<file path="src/rtl/coin_vend_pkg.sv">
package coin_vend_pkg;
  localparam int CREDIT_W = 2;
  localparam int SUM_W    = CREDIT_W + 1;

  typedef enum logic [CREDIT_W-1:0] {
    CR_0C  = 2'b00,
    CR_5C  = 2'b01,
    CR_10C = 2'b10,
    CR_15C = 2'b11
  } credit_t;

  typedef struct packed {
    logic clear;
    logic addFive;
    logic addTen;
  } creditCmd_t;
endpackage

</file>
<file path="src/rtl/coin_vend_datapath.sv">
module coin_vend_datapath
  import coin_vend_pkg::*;
(
  input  logic       clk,
  input  creditCmd_t cmd,
  output credit_t    creditLvl
);
  localparam logic [SUM_W-1:0] FULL_SUM = SUM_W'(CR_15C);

  logic [SUM_W-1:0] stepSum;
  credit_t          creditNext;

  always_comb begin
    stepSum = {1'b0, creditLvl};
    if (cmd.addTen)       stepSum = stepSum + SUM_W'(2);
    else if (cmd.addFive) stepSum = stepSum + SUM_W'(1);
    if (cmd.clear)                 creditNext = CR_0C;
    else if (stepSum >= FULL_SUM)  creditNext = CR_15C;
    else                           creditNext = credit_t'(stepSum[CREDIT_W-1:0]);
  end

  always_ff @(posedge clk) begin
    creditLvl <= creditNext;
  end
endmodule

</file>
<file path="src/rtl/coin_vend_control.sv">
module coin_vend_control
  import coin_vend_pkg::*;
#(
  parameter bit REG_MEALY = 1'b1
) (
  input  logic       clk,
  input  logic       rst,
  input  logic       coinFive,
  input  logic       coinTen,
  input  credit_t    creditLvl,
  output creditCmd_t cmd,
  output logic       releaseOpen
);
  always_comb begin
    cmd.clear   = rst;
    cmd.addTen  = !rst && coinTen;
    cmd.addFive = !rst && coinFive && !coinTen;
  end

  generate
    if (REG_MEALY) begin : g_mealyReg
      logic reachFull;
      logic openQ;
      always_comb begin
        unique case (creditLvl)
          CR_15C:  reachFull = 1'b1;
          CR_10C:  reachFull = cmd.addFive || cmd.addTen;
          CR_5C:   reachFull = cmd.addTen;
          default: reachFull = 1'b0;
        endcase
      end
      always_ff @(posedge clk) begin
        if (rst) openQ <= 1'b0;
        else     openQ <= reachFull;
      end
      assign releaseOpen = openQ;
    end else begin : g_moore
      assign releaseOpen = (creditLvl == CR_15C);
    end
  endgenerate
endmodule

</file>
<file path="src/rtl/coin_vend_ctrl.sv">
module coin_vend_ctrl
  import coin_vend_pkg::*;
#(
  parameter bit REG_MEALY = 1'b1
) (
  input  logic clk,
  input  logic rst,
  input  logic coinFive,
  input  logic coinTen,
  output logic releaseOpen
);
  creditCmd_t cmd;
  credit_t    creditLvl;

  coin_vend_control #(.REG_MEALY(REG_MEALY)) u_control (
    .clk        (clk),
    .rst        (rst),
    .coinFive   (coinFive),
    .coinTen    (coinTen),
    .creditLvl  (creditLvl),
    .cmd        (cmd),
    .releaseOpen(releaseOpen)
  );

  coin_vend_datapath u_datapath (
    .clk      (clk),
    .cmd      (cmd),
    .creditLvl(creditLvl)
  );
endmodule

</file>
<file path="config.mk">
export PLATFORM = sky130hd
export DESIGN_NAME = coin_vend_ctrl
export DESIGN_NICKNAME = d
export VERILOG_FILES = /design/src/rtl/coin_vend_pkg.sv /design/src/rtl/coin_vend_datapath.sv /design/src/rtl/coin_vend_control.sv /design/src/rtl/coin_vend_ctrl.sv
export SDC_FILE = /design/constraint.sdc
export NUM_CORES = 1
export LEC_CHECK = 0
export ABC_AREA = 1
export BUFFER_PORTS_ARGS = -buffer_cell sky130_fd_sc_hd__buf_4
export CAP_MARGIN = 20
export CORE_AREA = 5 5 42 44
export DETAILED_ROUTE_END_ITERATION = 10
export DIE_AREA = 0 0 47 49
export PLACE_DENSITY = 0.36
export SKIP_LAST_GASP = 1
export SLEW_MARGIN = 20
export SYNTH_ARGS = -nofsm -noshare
export SYNTH_HDL_FRONTEND = slang
export SYNTH_SLANG_ARGS = --single-unit
</file>
<file path="constraint.sdc">
create_clock -name clk -period 1.25 [get_ports clk]
set_input_delay 0.1875 -clock clk [delete_from_list [all_inputs] [get_ports clk]]
set_output_delay 0.1875 -clock clk [all_outputs]
set_load 0.01 [all_outputs]
</file>
# [Word level (Yosys, flattened, before mapping)]
# Index checks and enable logic that the tools add are counted.
[totals] ff_bits=3 latch_bits=0 ramBits=0 rom_bits=0 inputBits=4 out_inout_bits=1 word_cells=18 memories=0
[classes] add_sub_neg=2 multipliers=0 n_div=0 n_lt_le_gt_ge=1 eq_ne=3 shifts=0 muxes=4 bitwise_logic=0 n_reduce_logical=6
[op_table] cell="$mux 3" n=2
[op_table] cell="$eq 2x2->1 const B" n=2
[op_table] cell="$add 2x1->3 const B" n=1
[op_table] cell="$add 2x2->3 const B" n=1
[op_table] cell="$ge 3x2->1 const B" n=1
[op_table] cell="$logic_and 1x1->1" n=3
[op_table] cell="$pmux 1 s3" n=1
[op_table] cell="$eq 2x1->1 const B" n=1
[op_table] cell="$logic_not 1->1" n=2
[op_table] cell="$mux 2" n=1
[op_table] cell="$logic_or 1x1->1" n=1

# [Logic depth before layout (Yosys ltp)]
# Gate-level depths: netlist of the first run.
[logic_depth] depth_word=7 depth_mapped=8 ltp_nobuf=8

# [Cells and area by module]
# From an unflattened synthesis of the first run, not the netlist that was laid out.
[unflattened] hier_cells=34 hier_area_um2=198.9
[modules_own_cells] module="coin_vend_datapath" n_inst=1 cells_per_inst=20 area_each_um2=125.1 seq_area_each_um2=40.0
[modules_own_cells] module="coin_vend_control" n_inst=1 cells_per_inst=14 area_each_um2=73.8 seq_area_each_um2=20.0

# [Worst setup path before layout of the first run]
# Ideal clock, no wire load.
[synth_path] kind="reg-to-reg" start="reg u_datapath.creditLvl[0]" end="reg u_datapath.creditLvl[1]" setup_time_ps=109 arrival_time_ps=987 t_required_ps=1141 slack_ps=154 stages_incl_launch_ff=9 n_path_buf=0 synth_period_minus_slack_ps=1096 cell_sequence="dfxtp_1 inv_1 ha_1 nand3_1 nand2_1 inv_1 nand3_1 nand2_1 inv_1"
[synth_between] elab_chain_len=5 elab_cells_between_ends=6 classes_between="add/sub (2); order compare (1); mux (3)"
[synth_lines] element="start: declaration" line_no="coin_vend_datapath.sv:6" rtl="output credit_t creditLvl"
[synth_lines] element="start signal: assignment" line_no="coin_vend_datapath.sv:23" rtl="creditLvl <= creditNext;"
[synth_lines] element="$add 2x1->3" line_no="coin_vend_datapath.sv:16" rtl="else if (cmd.addFive) stepSum = stepSum + SUM_W'(1);"
[synth_lines] element="$mux 3" line_no="coin_vend_datapath.sv:16"
[synth_lines] element="$mux 3 *" line_no="coin_vend_datapath.sv:15" rtl="if (cmd.addTen) stepSum = stepSum + SUM_W'(2);"
[synth_lines] element="$ge 3x2->1" line_no="coin_vend_datapath.sv:18" rtl="else if (stepSum >= FULL_SUM) creditNext = CR_15C;"
[synth_lines] element="$mux 2 *" line_no="coin_vend_datapath.sv:18"
# Mark *: on every way between the ends. The rest lies on a longest branch, timed or not.
# A chain may end at the register's enable or synchronous reset.

# [Final worst setup path of the first run]
# Ends and elaborated chain as after synthesis.

==> results.txt, run 1 <==
HP Start - rst
Global-route wire length before repair - 924 microns
Row count - 14
Synth area leaders - dfxtp_1 26%, ha_1 21%, nand2_1 16%
Post-route antenna net violation count - 0
Least-Margin Pin Slew - 0.135 ns
GP Congestion - 0.669
Min-Delay Path Class - in -> reg
Fmax - 0.909 GHz
Seq/Total Area, Yosys - 0.255
Hpwl dp - 397 microns
CTS buffer count - 3
Netlist cell types - 10
Slew Limit Fails - 0
Antenna violations before repair - 0
Post-CTS setup buffers - 0
Reg2Reg Setup Slack - 0.15 ns
H-tree levels - 1
Yosys warns - 0
CP startpoint - u_datapath.creditLvl[0]
Cell area power density - 1040 nW/um^2
DRT iter0 DRCs - 5
FF-to-FF path depth - 8
Post-DR vias/cell - 3.79
Die height - 49 microns
Fin area - 327 sq um
Post-Syn Instances - 37
Hold slack final - 0.162 ns
TritonRoute pass-1 iters - 2
Crit path to - u_datapath.creditLvl[1]
Post-route DRC - 0
Net Count, Synth - 45
Cell Area, Placed - 300 sq um
Crit path time final - 1.10 ns
WL final - 467 microns
Total grt overflow - 0
Post-layout util - 0.233
Buffers on Ports - 4
Cell Area, Synth - 235 sq um
Core ar. - 1400 sq um
Final setup fails - 0
Fillers - 173
Sum Neg Setup Slack - 0 ns
Largest net degree at the start of global routing - 6
Met1 usage - 0.0675
Wire length per cell - 7.41 microns
Fin crit share - 0.880
CTS sink cnt - 3
Area grow syn2layout - 38.8%
Nets - 56
Top cell type's share of synthesized area - 0.255
Grt met3 use - 0.0221
GR Util met2 - 0.0747
Crit path DAT - 1.23 ns
Max_cap viols - 0
GR Util All Layers - 0.0555
Synthesized area per cell - 6.36 sq um
CTS root buffer - clkbuf_4
Class of the most critical setup path - reg -> reg
Die Span X - 47 microns
Leakage power - 0.190 nW
Clk buf depth - 2
Critical Path RT - 1.38 ns
Final hold violation count - 0
Total Power - 340 uW
Share of layout cells above drive strength 1 - 0.234
Max FO, Critical Path - 3
Antenna diode count - 0
GR peak layer - met2
Rel. slew slack - 0.909
Status - complete, no violations
Clk slew on worst S/H paths - 0.04 ns
Initial Util - 0.168
Startpoint type of the worst setup path - flop
Ports - 5
RSZ-0062 raised after global routing - false
Cell taking the most area after synthesis - dfxtp_1
Vias - 239
Vias in the first global route - 231
Clk_lat worst skew - 0.23 ns
Clk_skew - 0.00186 ns
Synth Register Bits - 3
CTS tree - yes
Hold_buf cts - 0
Reg2Reg Launch Point - u_datapath.creditLvl[0]
Reg2reg end - u_datapath.creditLvl[1]
Setup crit end kind - flop
Post-CTS Resized - 0
DIE AREA - 2300 sq um
Max VDD drop - 0.000324 V
==> synth_stat cells <==
cell      count
dfxtp_1       3
ha_1          4
inv_1         6
inv_2         2
nand2_1      10
nand3_1       4
nand3b_1      1
nand4_1       1
nor2_1        5
o21ai_0       1
==> registers in the layout (all words and copies together) (netlist names) <==
| name | flops |
|---|---|
| u_control.releaseOpen | 1 |
| u_datapath.creditLvl | 2 |
==> kinds of logic (layout without fill, tap and decap cells) <==
| kind of cell | Yosys count | in the layout | share of synthesized area |
|---|---|---|---|
| AO/OA/AOI/OAI | 1 | 1 | 0.0213 |
| adder cells (fa/ha/maj) | 4 | 4 | 0.213 |
| buffers and inverters | 8 | 18 | 0.128 |
| flip-flops | 3 | 3 | 0.255 |
| AND/OR/NAND/NOR | 21 | 21 | 0.383 |
==> worst min path at each step <==
stage	to	cells after the start
2_1_floorplan	u_datapath.creditLvl[0]	1
3_3_place_gp	u_datapath.creditLvl[0]	2
3_5_place_dp	u_datapath.creditLvl[0]	2
4_1_cts	u_datapath.creditLvl[0]	2
5_1_grt	u_datapath.creditLvl[0]	2
6_report	u_datapath.creditLvl[0]	2
==> layout by cell type (no fill, tap or decap) <==
master / n
nor2_1: 5
clkbuf_4: 3
nand3b_1: 1
nand4_1: 1
inv_2: 2
nand3_1: 4
nand2_1: 10
dfxtp_1: 3
buf_4: 6
ha_1: 4
clkbuf_1: 1
inv_1: 6
o21ai_0: 1
==> metrics by stage <==
stage                     setup WS (ns)  instances
after floorplan                   0.154         37
after global placement            0.126         59
after detailed placement          0.138         59
after CTS                         0.128         63
after global routing            0.00964         63
final                             0.149         63
==> layer usage <==
layer,vias up,share of wire
li1,132,-
met4,0,0
met3,0,0.030
met5,-,0
met2,4,0.46
met1,103,0.50
==> layout make-up <==
cell class,count,area [sq um],area share
Inverter,8,30.0,0.0920
Sequential cell,3,60.1,0.184
Tap cell,16,20.0,0.0613
Multi-Input combinational cell,26,145,0.444
Clock buffer,4,26.3,0.0805
Timing Repair Buffer,6,45.0,0.138
==> power breakdown <==
part,switching [mW],internal (mW)
clock,0.0465,0.119
sequential,0.00269,0.103
combinational,0.0375,0.0314
==> worst max-delay path: stages (launching register included) <==
cell     delay [ns]
dfxtp_1        0.32
inv_1          0.07
ha_1           0.29
nand3_1        0.08
nand2_1        0.05
inv_1          0.04
nand3_1        0.05
nand2_1        0.06
inv_1          0.03
Note: power is estimated with default switching activity, not from simulation.
==> run 2: changes to the inputs <==
Settings changed: PLACE_DENSITY 0.36 to 0.33, RECOVER_POWER from default to 50, SYNTH_HIERARCHICAL from default to 1.
==> run 2 against run 1 <==
Net effect:
- sequential share of layout area rose by 4.4 points
- final cell count down 9.5%
- setup slack improved by 0.087 ns
- critical endpoint is now u_datapath/creditLvl[1]
- largest cell class unchanged
- worst hold slack got worse by 0.017 ns
- synthesized cell count down 8.1%
==> results.txt, run 2 <==
Final hold violation count - 0 (unchanged)
Critical Path RT - 1.36 ns (-0.02 ns)
Cell Area, Synth - 199 sq um (-15%)
Synth Flop Type - dfxtp_1
Initial Util - 0.142 (-0.0259)
Area grow syn2layout - 32.7%
Max FO, Critical Path - 5 (+2)
Min-Delay Path Class - in -> reg
CTS root buffer - clkbuf_4
Fmax - 0.987 GHz (+8.6%)
GP Congestion - 0.663 (-0.88%)
Max_cap viols - 0 (unchanged)
Status - complete, no violations
Post-synth EDFFs - 0 (unchanged)
Max VDD drop - 0.000504 V (+55%)
Post-layout util - 0.188 (-0.0446)
Fin cells - 57 (-9.5%)
Crit path time final - 1.01 ns (-0.0871 ns)
Row count - 14 (unchanged)
Total Power - 328 uW (-3.6%)
Netlist cell types - 11 (+1)
Vias in the first global route - 184 (-20%)
Post-route antenna net violation count - 0 (unchanged)
Wire length per cell - 6.93 microns (-6.5%)
Die height - 49 microns (unchanged)
Clk_skew - 0.00358 ns (+0.00172 ns)
FFs w/ async S/R, synth - 0 (unchanged)
FF-to-FF path depth - 5 (-3)
Internal power - 246 uW (-3.0%)
Net Count, Synth - 39 (-13%)
Sum Neg Setup Slack - 0 ns (unchanged)
DRT iter0 DRCs - 6 (+1)
Bufs and invs on worst path - 1 (-2)
Clk_lat worst skew - 0.23 ns (about the same)
Fin crit share - 0.811 (-0.0697)
TritonRoute pass-1 iters - 3 (+1)
Least-Margin Pin Slew - 0.320 ns (+0.185 ns)
Leakage power - 0.142 nW (-25%)
Reg2reg end - u_datapath/creditLvl[1]
Most frequent cell after synthesis - nand2_1
Slowest-stage cell, CP - dfxtp_1
Core ar. - 1400 sq um (unchanged)
Top Family by Delay on Critical Path - flip-flops
Cell taking the most area after synthesis - dfxtp_1
Slew Limit Fails - 0 (unchanged)
Nets - 47 (-16%)
Class of the most critical setup path - reg -> reg
Post-CTS Resized - 0 (unchanged)
Fillers - 179 (+3.5%)
Sw Share - 0.250 (-0.00452)
Hpwl dp - 325 microns (-18%)
Rel. slew slack - 0.786 (-0.123)
Hold_buf cts - 0 (unchanged)
Antenna diode count - 0 (unchanged)
Post-CTS setup buffers - 0 (unchanged)
Antenna violations before repair - 0 (unchanged)
Share of layout cells above drive strength 1 - 0.195 (-0.0389)
Clk slew on worst S/H paths - 0.03 ns (about the same)
Hold slack final - 0.145 ns (-0.0173 ns)
Sw power - 82.1 uW (-5.3%)
Vias - 197 (-18%)
H-tree levels - 1 (unchanged)
Seq/Total Area, Yosys - 0.302 (+0.0466)
Most common cell after layout, fill and taps aside - nand2_1
Critical path, cell by cell - ha_1 > inv_1 > nand2_1 > o21ai_0 > a21oi_1
DIE AREA - 2300 sq um (unchanged)
Yosys warns - 6 (+6)
Buffers on Ports - 4 (unchanged)
Post-route DRC - 0 (unchanged)
Global-route wire length before repair - 696 microns (-25%)
Largest net degree at the start of global routing - 6 (unchanged)
Crit path to - u_datapath/creditLvl[1]
Synth Register Bits - 3 (unchanged)
Clk buf depth - 2 (unchanged)
Final setup fails - 0 (unchanged)
Die Span X - 47 microns (unchanged)
Cell area power density - 1240 nW/um^2 (+19%)
CTS tree - yes
Sequential share of power - 0.341 (+0.031)
Power share of the clock group - 0.509 (+0.022)
RSZ-0062 raised after global routing - false
Reg2Reg Launch Point - u_datapath/creditLvl[0]
Synth area leaders - dfxtp_1 30%, nand2_1 25%, inv_1 13%
Crit path DAT - 1.13 ns (-0.10 ns)
Synthesized area per cell - 5.85 sq um (-8.0%)
Top cell type's share of synthesized area - 0.302 (+0.0466)
HP Start - rst
CTS sink cnt - 3 (unchanged)
Post-DR vias/cell - 3.46 (-8.9%)
Ports - 5 (unchanged)
Reg with most FFs - u_datapath/creditLvl
CP max stage delay - 0.39 ns (+0.07 ns)
Cell count along the critical path - 5 (-3)
DP Cell Count - 53 (-10%)
GR Util All Layers - 0.0450 (-0.0105)
CTS buffer count - 3 (unchanged)
Max reg flops - 2 (unchanged)
Comb power frac - 0.151 (-0.052)
WL final - 395 microns (-15%)
Startpoint type of the worst setup path - flop
Setup crit end kind - flop
Commonest non-fill, non-tap cells in the layout - 13 x nand2_1, 7 x inv_1
Synth cell count leaders - 13 x nand2_1, 7 x inv_1, 3 x dfxtp_1, 3 x nor2_1, 2 x nand3_1
Post-Syn Instances - 34 (-8.1%)
Total grt overflow - 0 (unchanged)
CP startpoint - u_datapath/creditLvl[0]
Reg2Reg Setup Slack - 0.24 ns (+0.09 ns)
-- run 2: cell families (layout without fill, tap and decap cells) --
family / count (synthesis) / in the layout / synth area share
compound gates: 3 / 3 / 0.0943
fa+ha+maj: 1 / 1 / 0.0629
buf+inv: 9 / 16 / 0.189
flops: 3 / 3 / 0.302
simple gates: 18 / 18 / 0.352
-- run 2: routing by layer --
metal | global-route usage | vias to the layer above | wire (microns)
li1 | - | 113 | -
met1 | 0.0460 | 80 | 177
met2 | 0.0566 | 4 | 192
met3 | 0.0443 | 0 | 25
met4 | 0.0276 | 0 | 0
met5 | 0 | - | 0
-- run 2: worst min-delay path by stage --
stage	endpoint	cells after the start
6_report	u_datapath/creditLvl[0]	2
5_1_grt	u_datapath/creditLvl[0]	2
4_1_cts	u_datapath/creditLvl[0]	2
3_5_place_dp	u_datapath/creditLvl[0]	2
3_3_place_gp	u_datapath/creditLvl[0]	2
2_1_floorplan	u_datapath/creditLvl[0]	2
-- run 2: power by group through the flow --
stage | combinational (mW) | clock, mW | sequential [mW]
after floorplan | 0.0343 | 0 | 0.113
after global placement | 0.0523 | 0 | 0.115
after detailed placement | 0.0517 | 0 | 0.113
after CTS | 0.0521 | 0.180 | 0.112
after global routing | 0.0593 | 0.187 | 0.114
final | 0.0494 | 0.167 | 0.112
-- run 2: layout make-up --
class | instances | area, sq um | area share
clock buffer | 4 | 26.3 | 0.0995
sequential | 3 | 60.1 | 0.227
tap | 16 | 20.0 | 0.0758
multi-input combinational | 22 | 101 | 0.384
inverter | 8 | 30.0 | 0.114
timing repair buffer | 4 | 26.3 | 0.0995
-- run 2: metrics by stage --
| stage | cell area [sq um] | worst slack [ns] |
|---|---|---|
| floorplan | 199 | 0.315 |
| CTS | 268 | 0.227 |
| global route | 264 | 0.111 |
| finish | 264 | 0.236 |
| detailed placement | 241 | 0.120 |
| global placement | 241 | 0.106 |
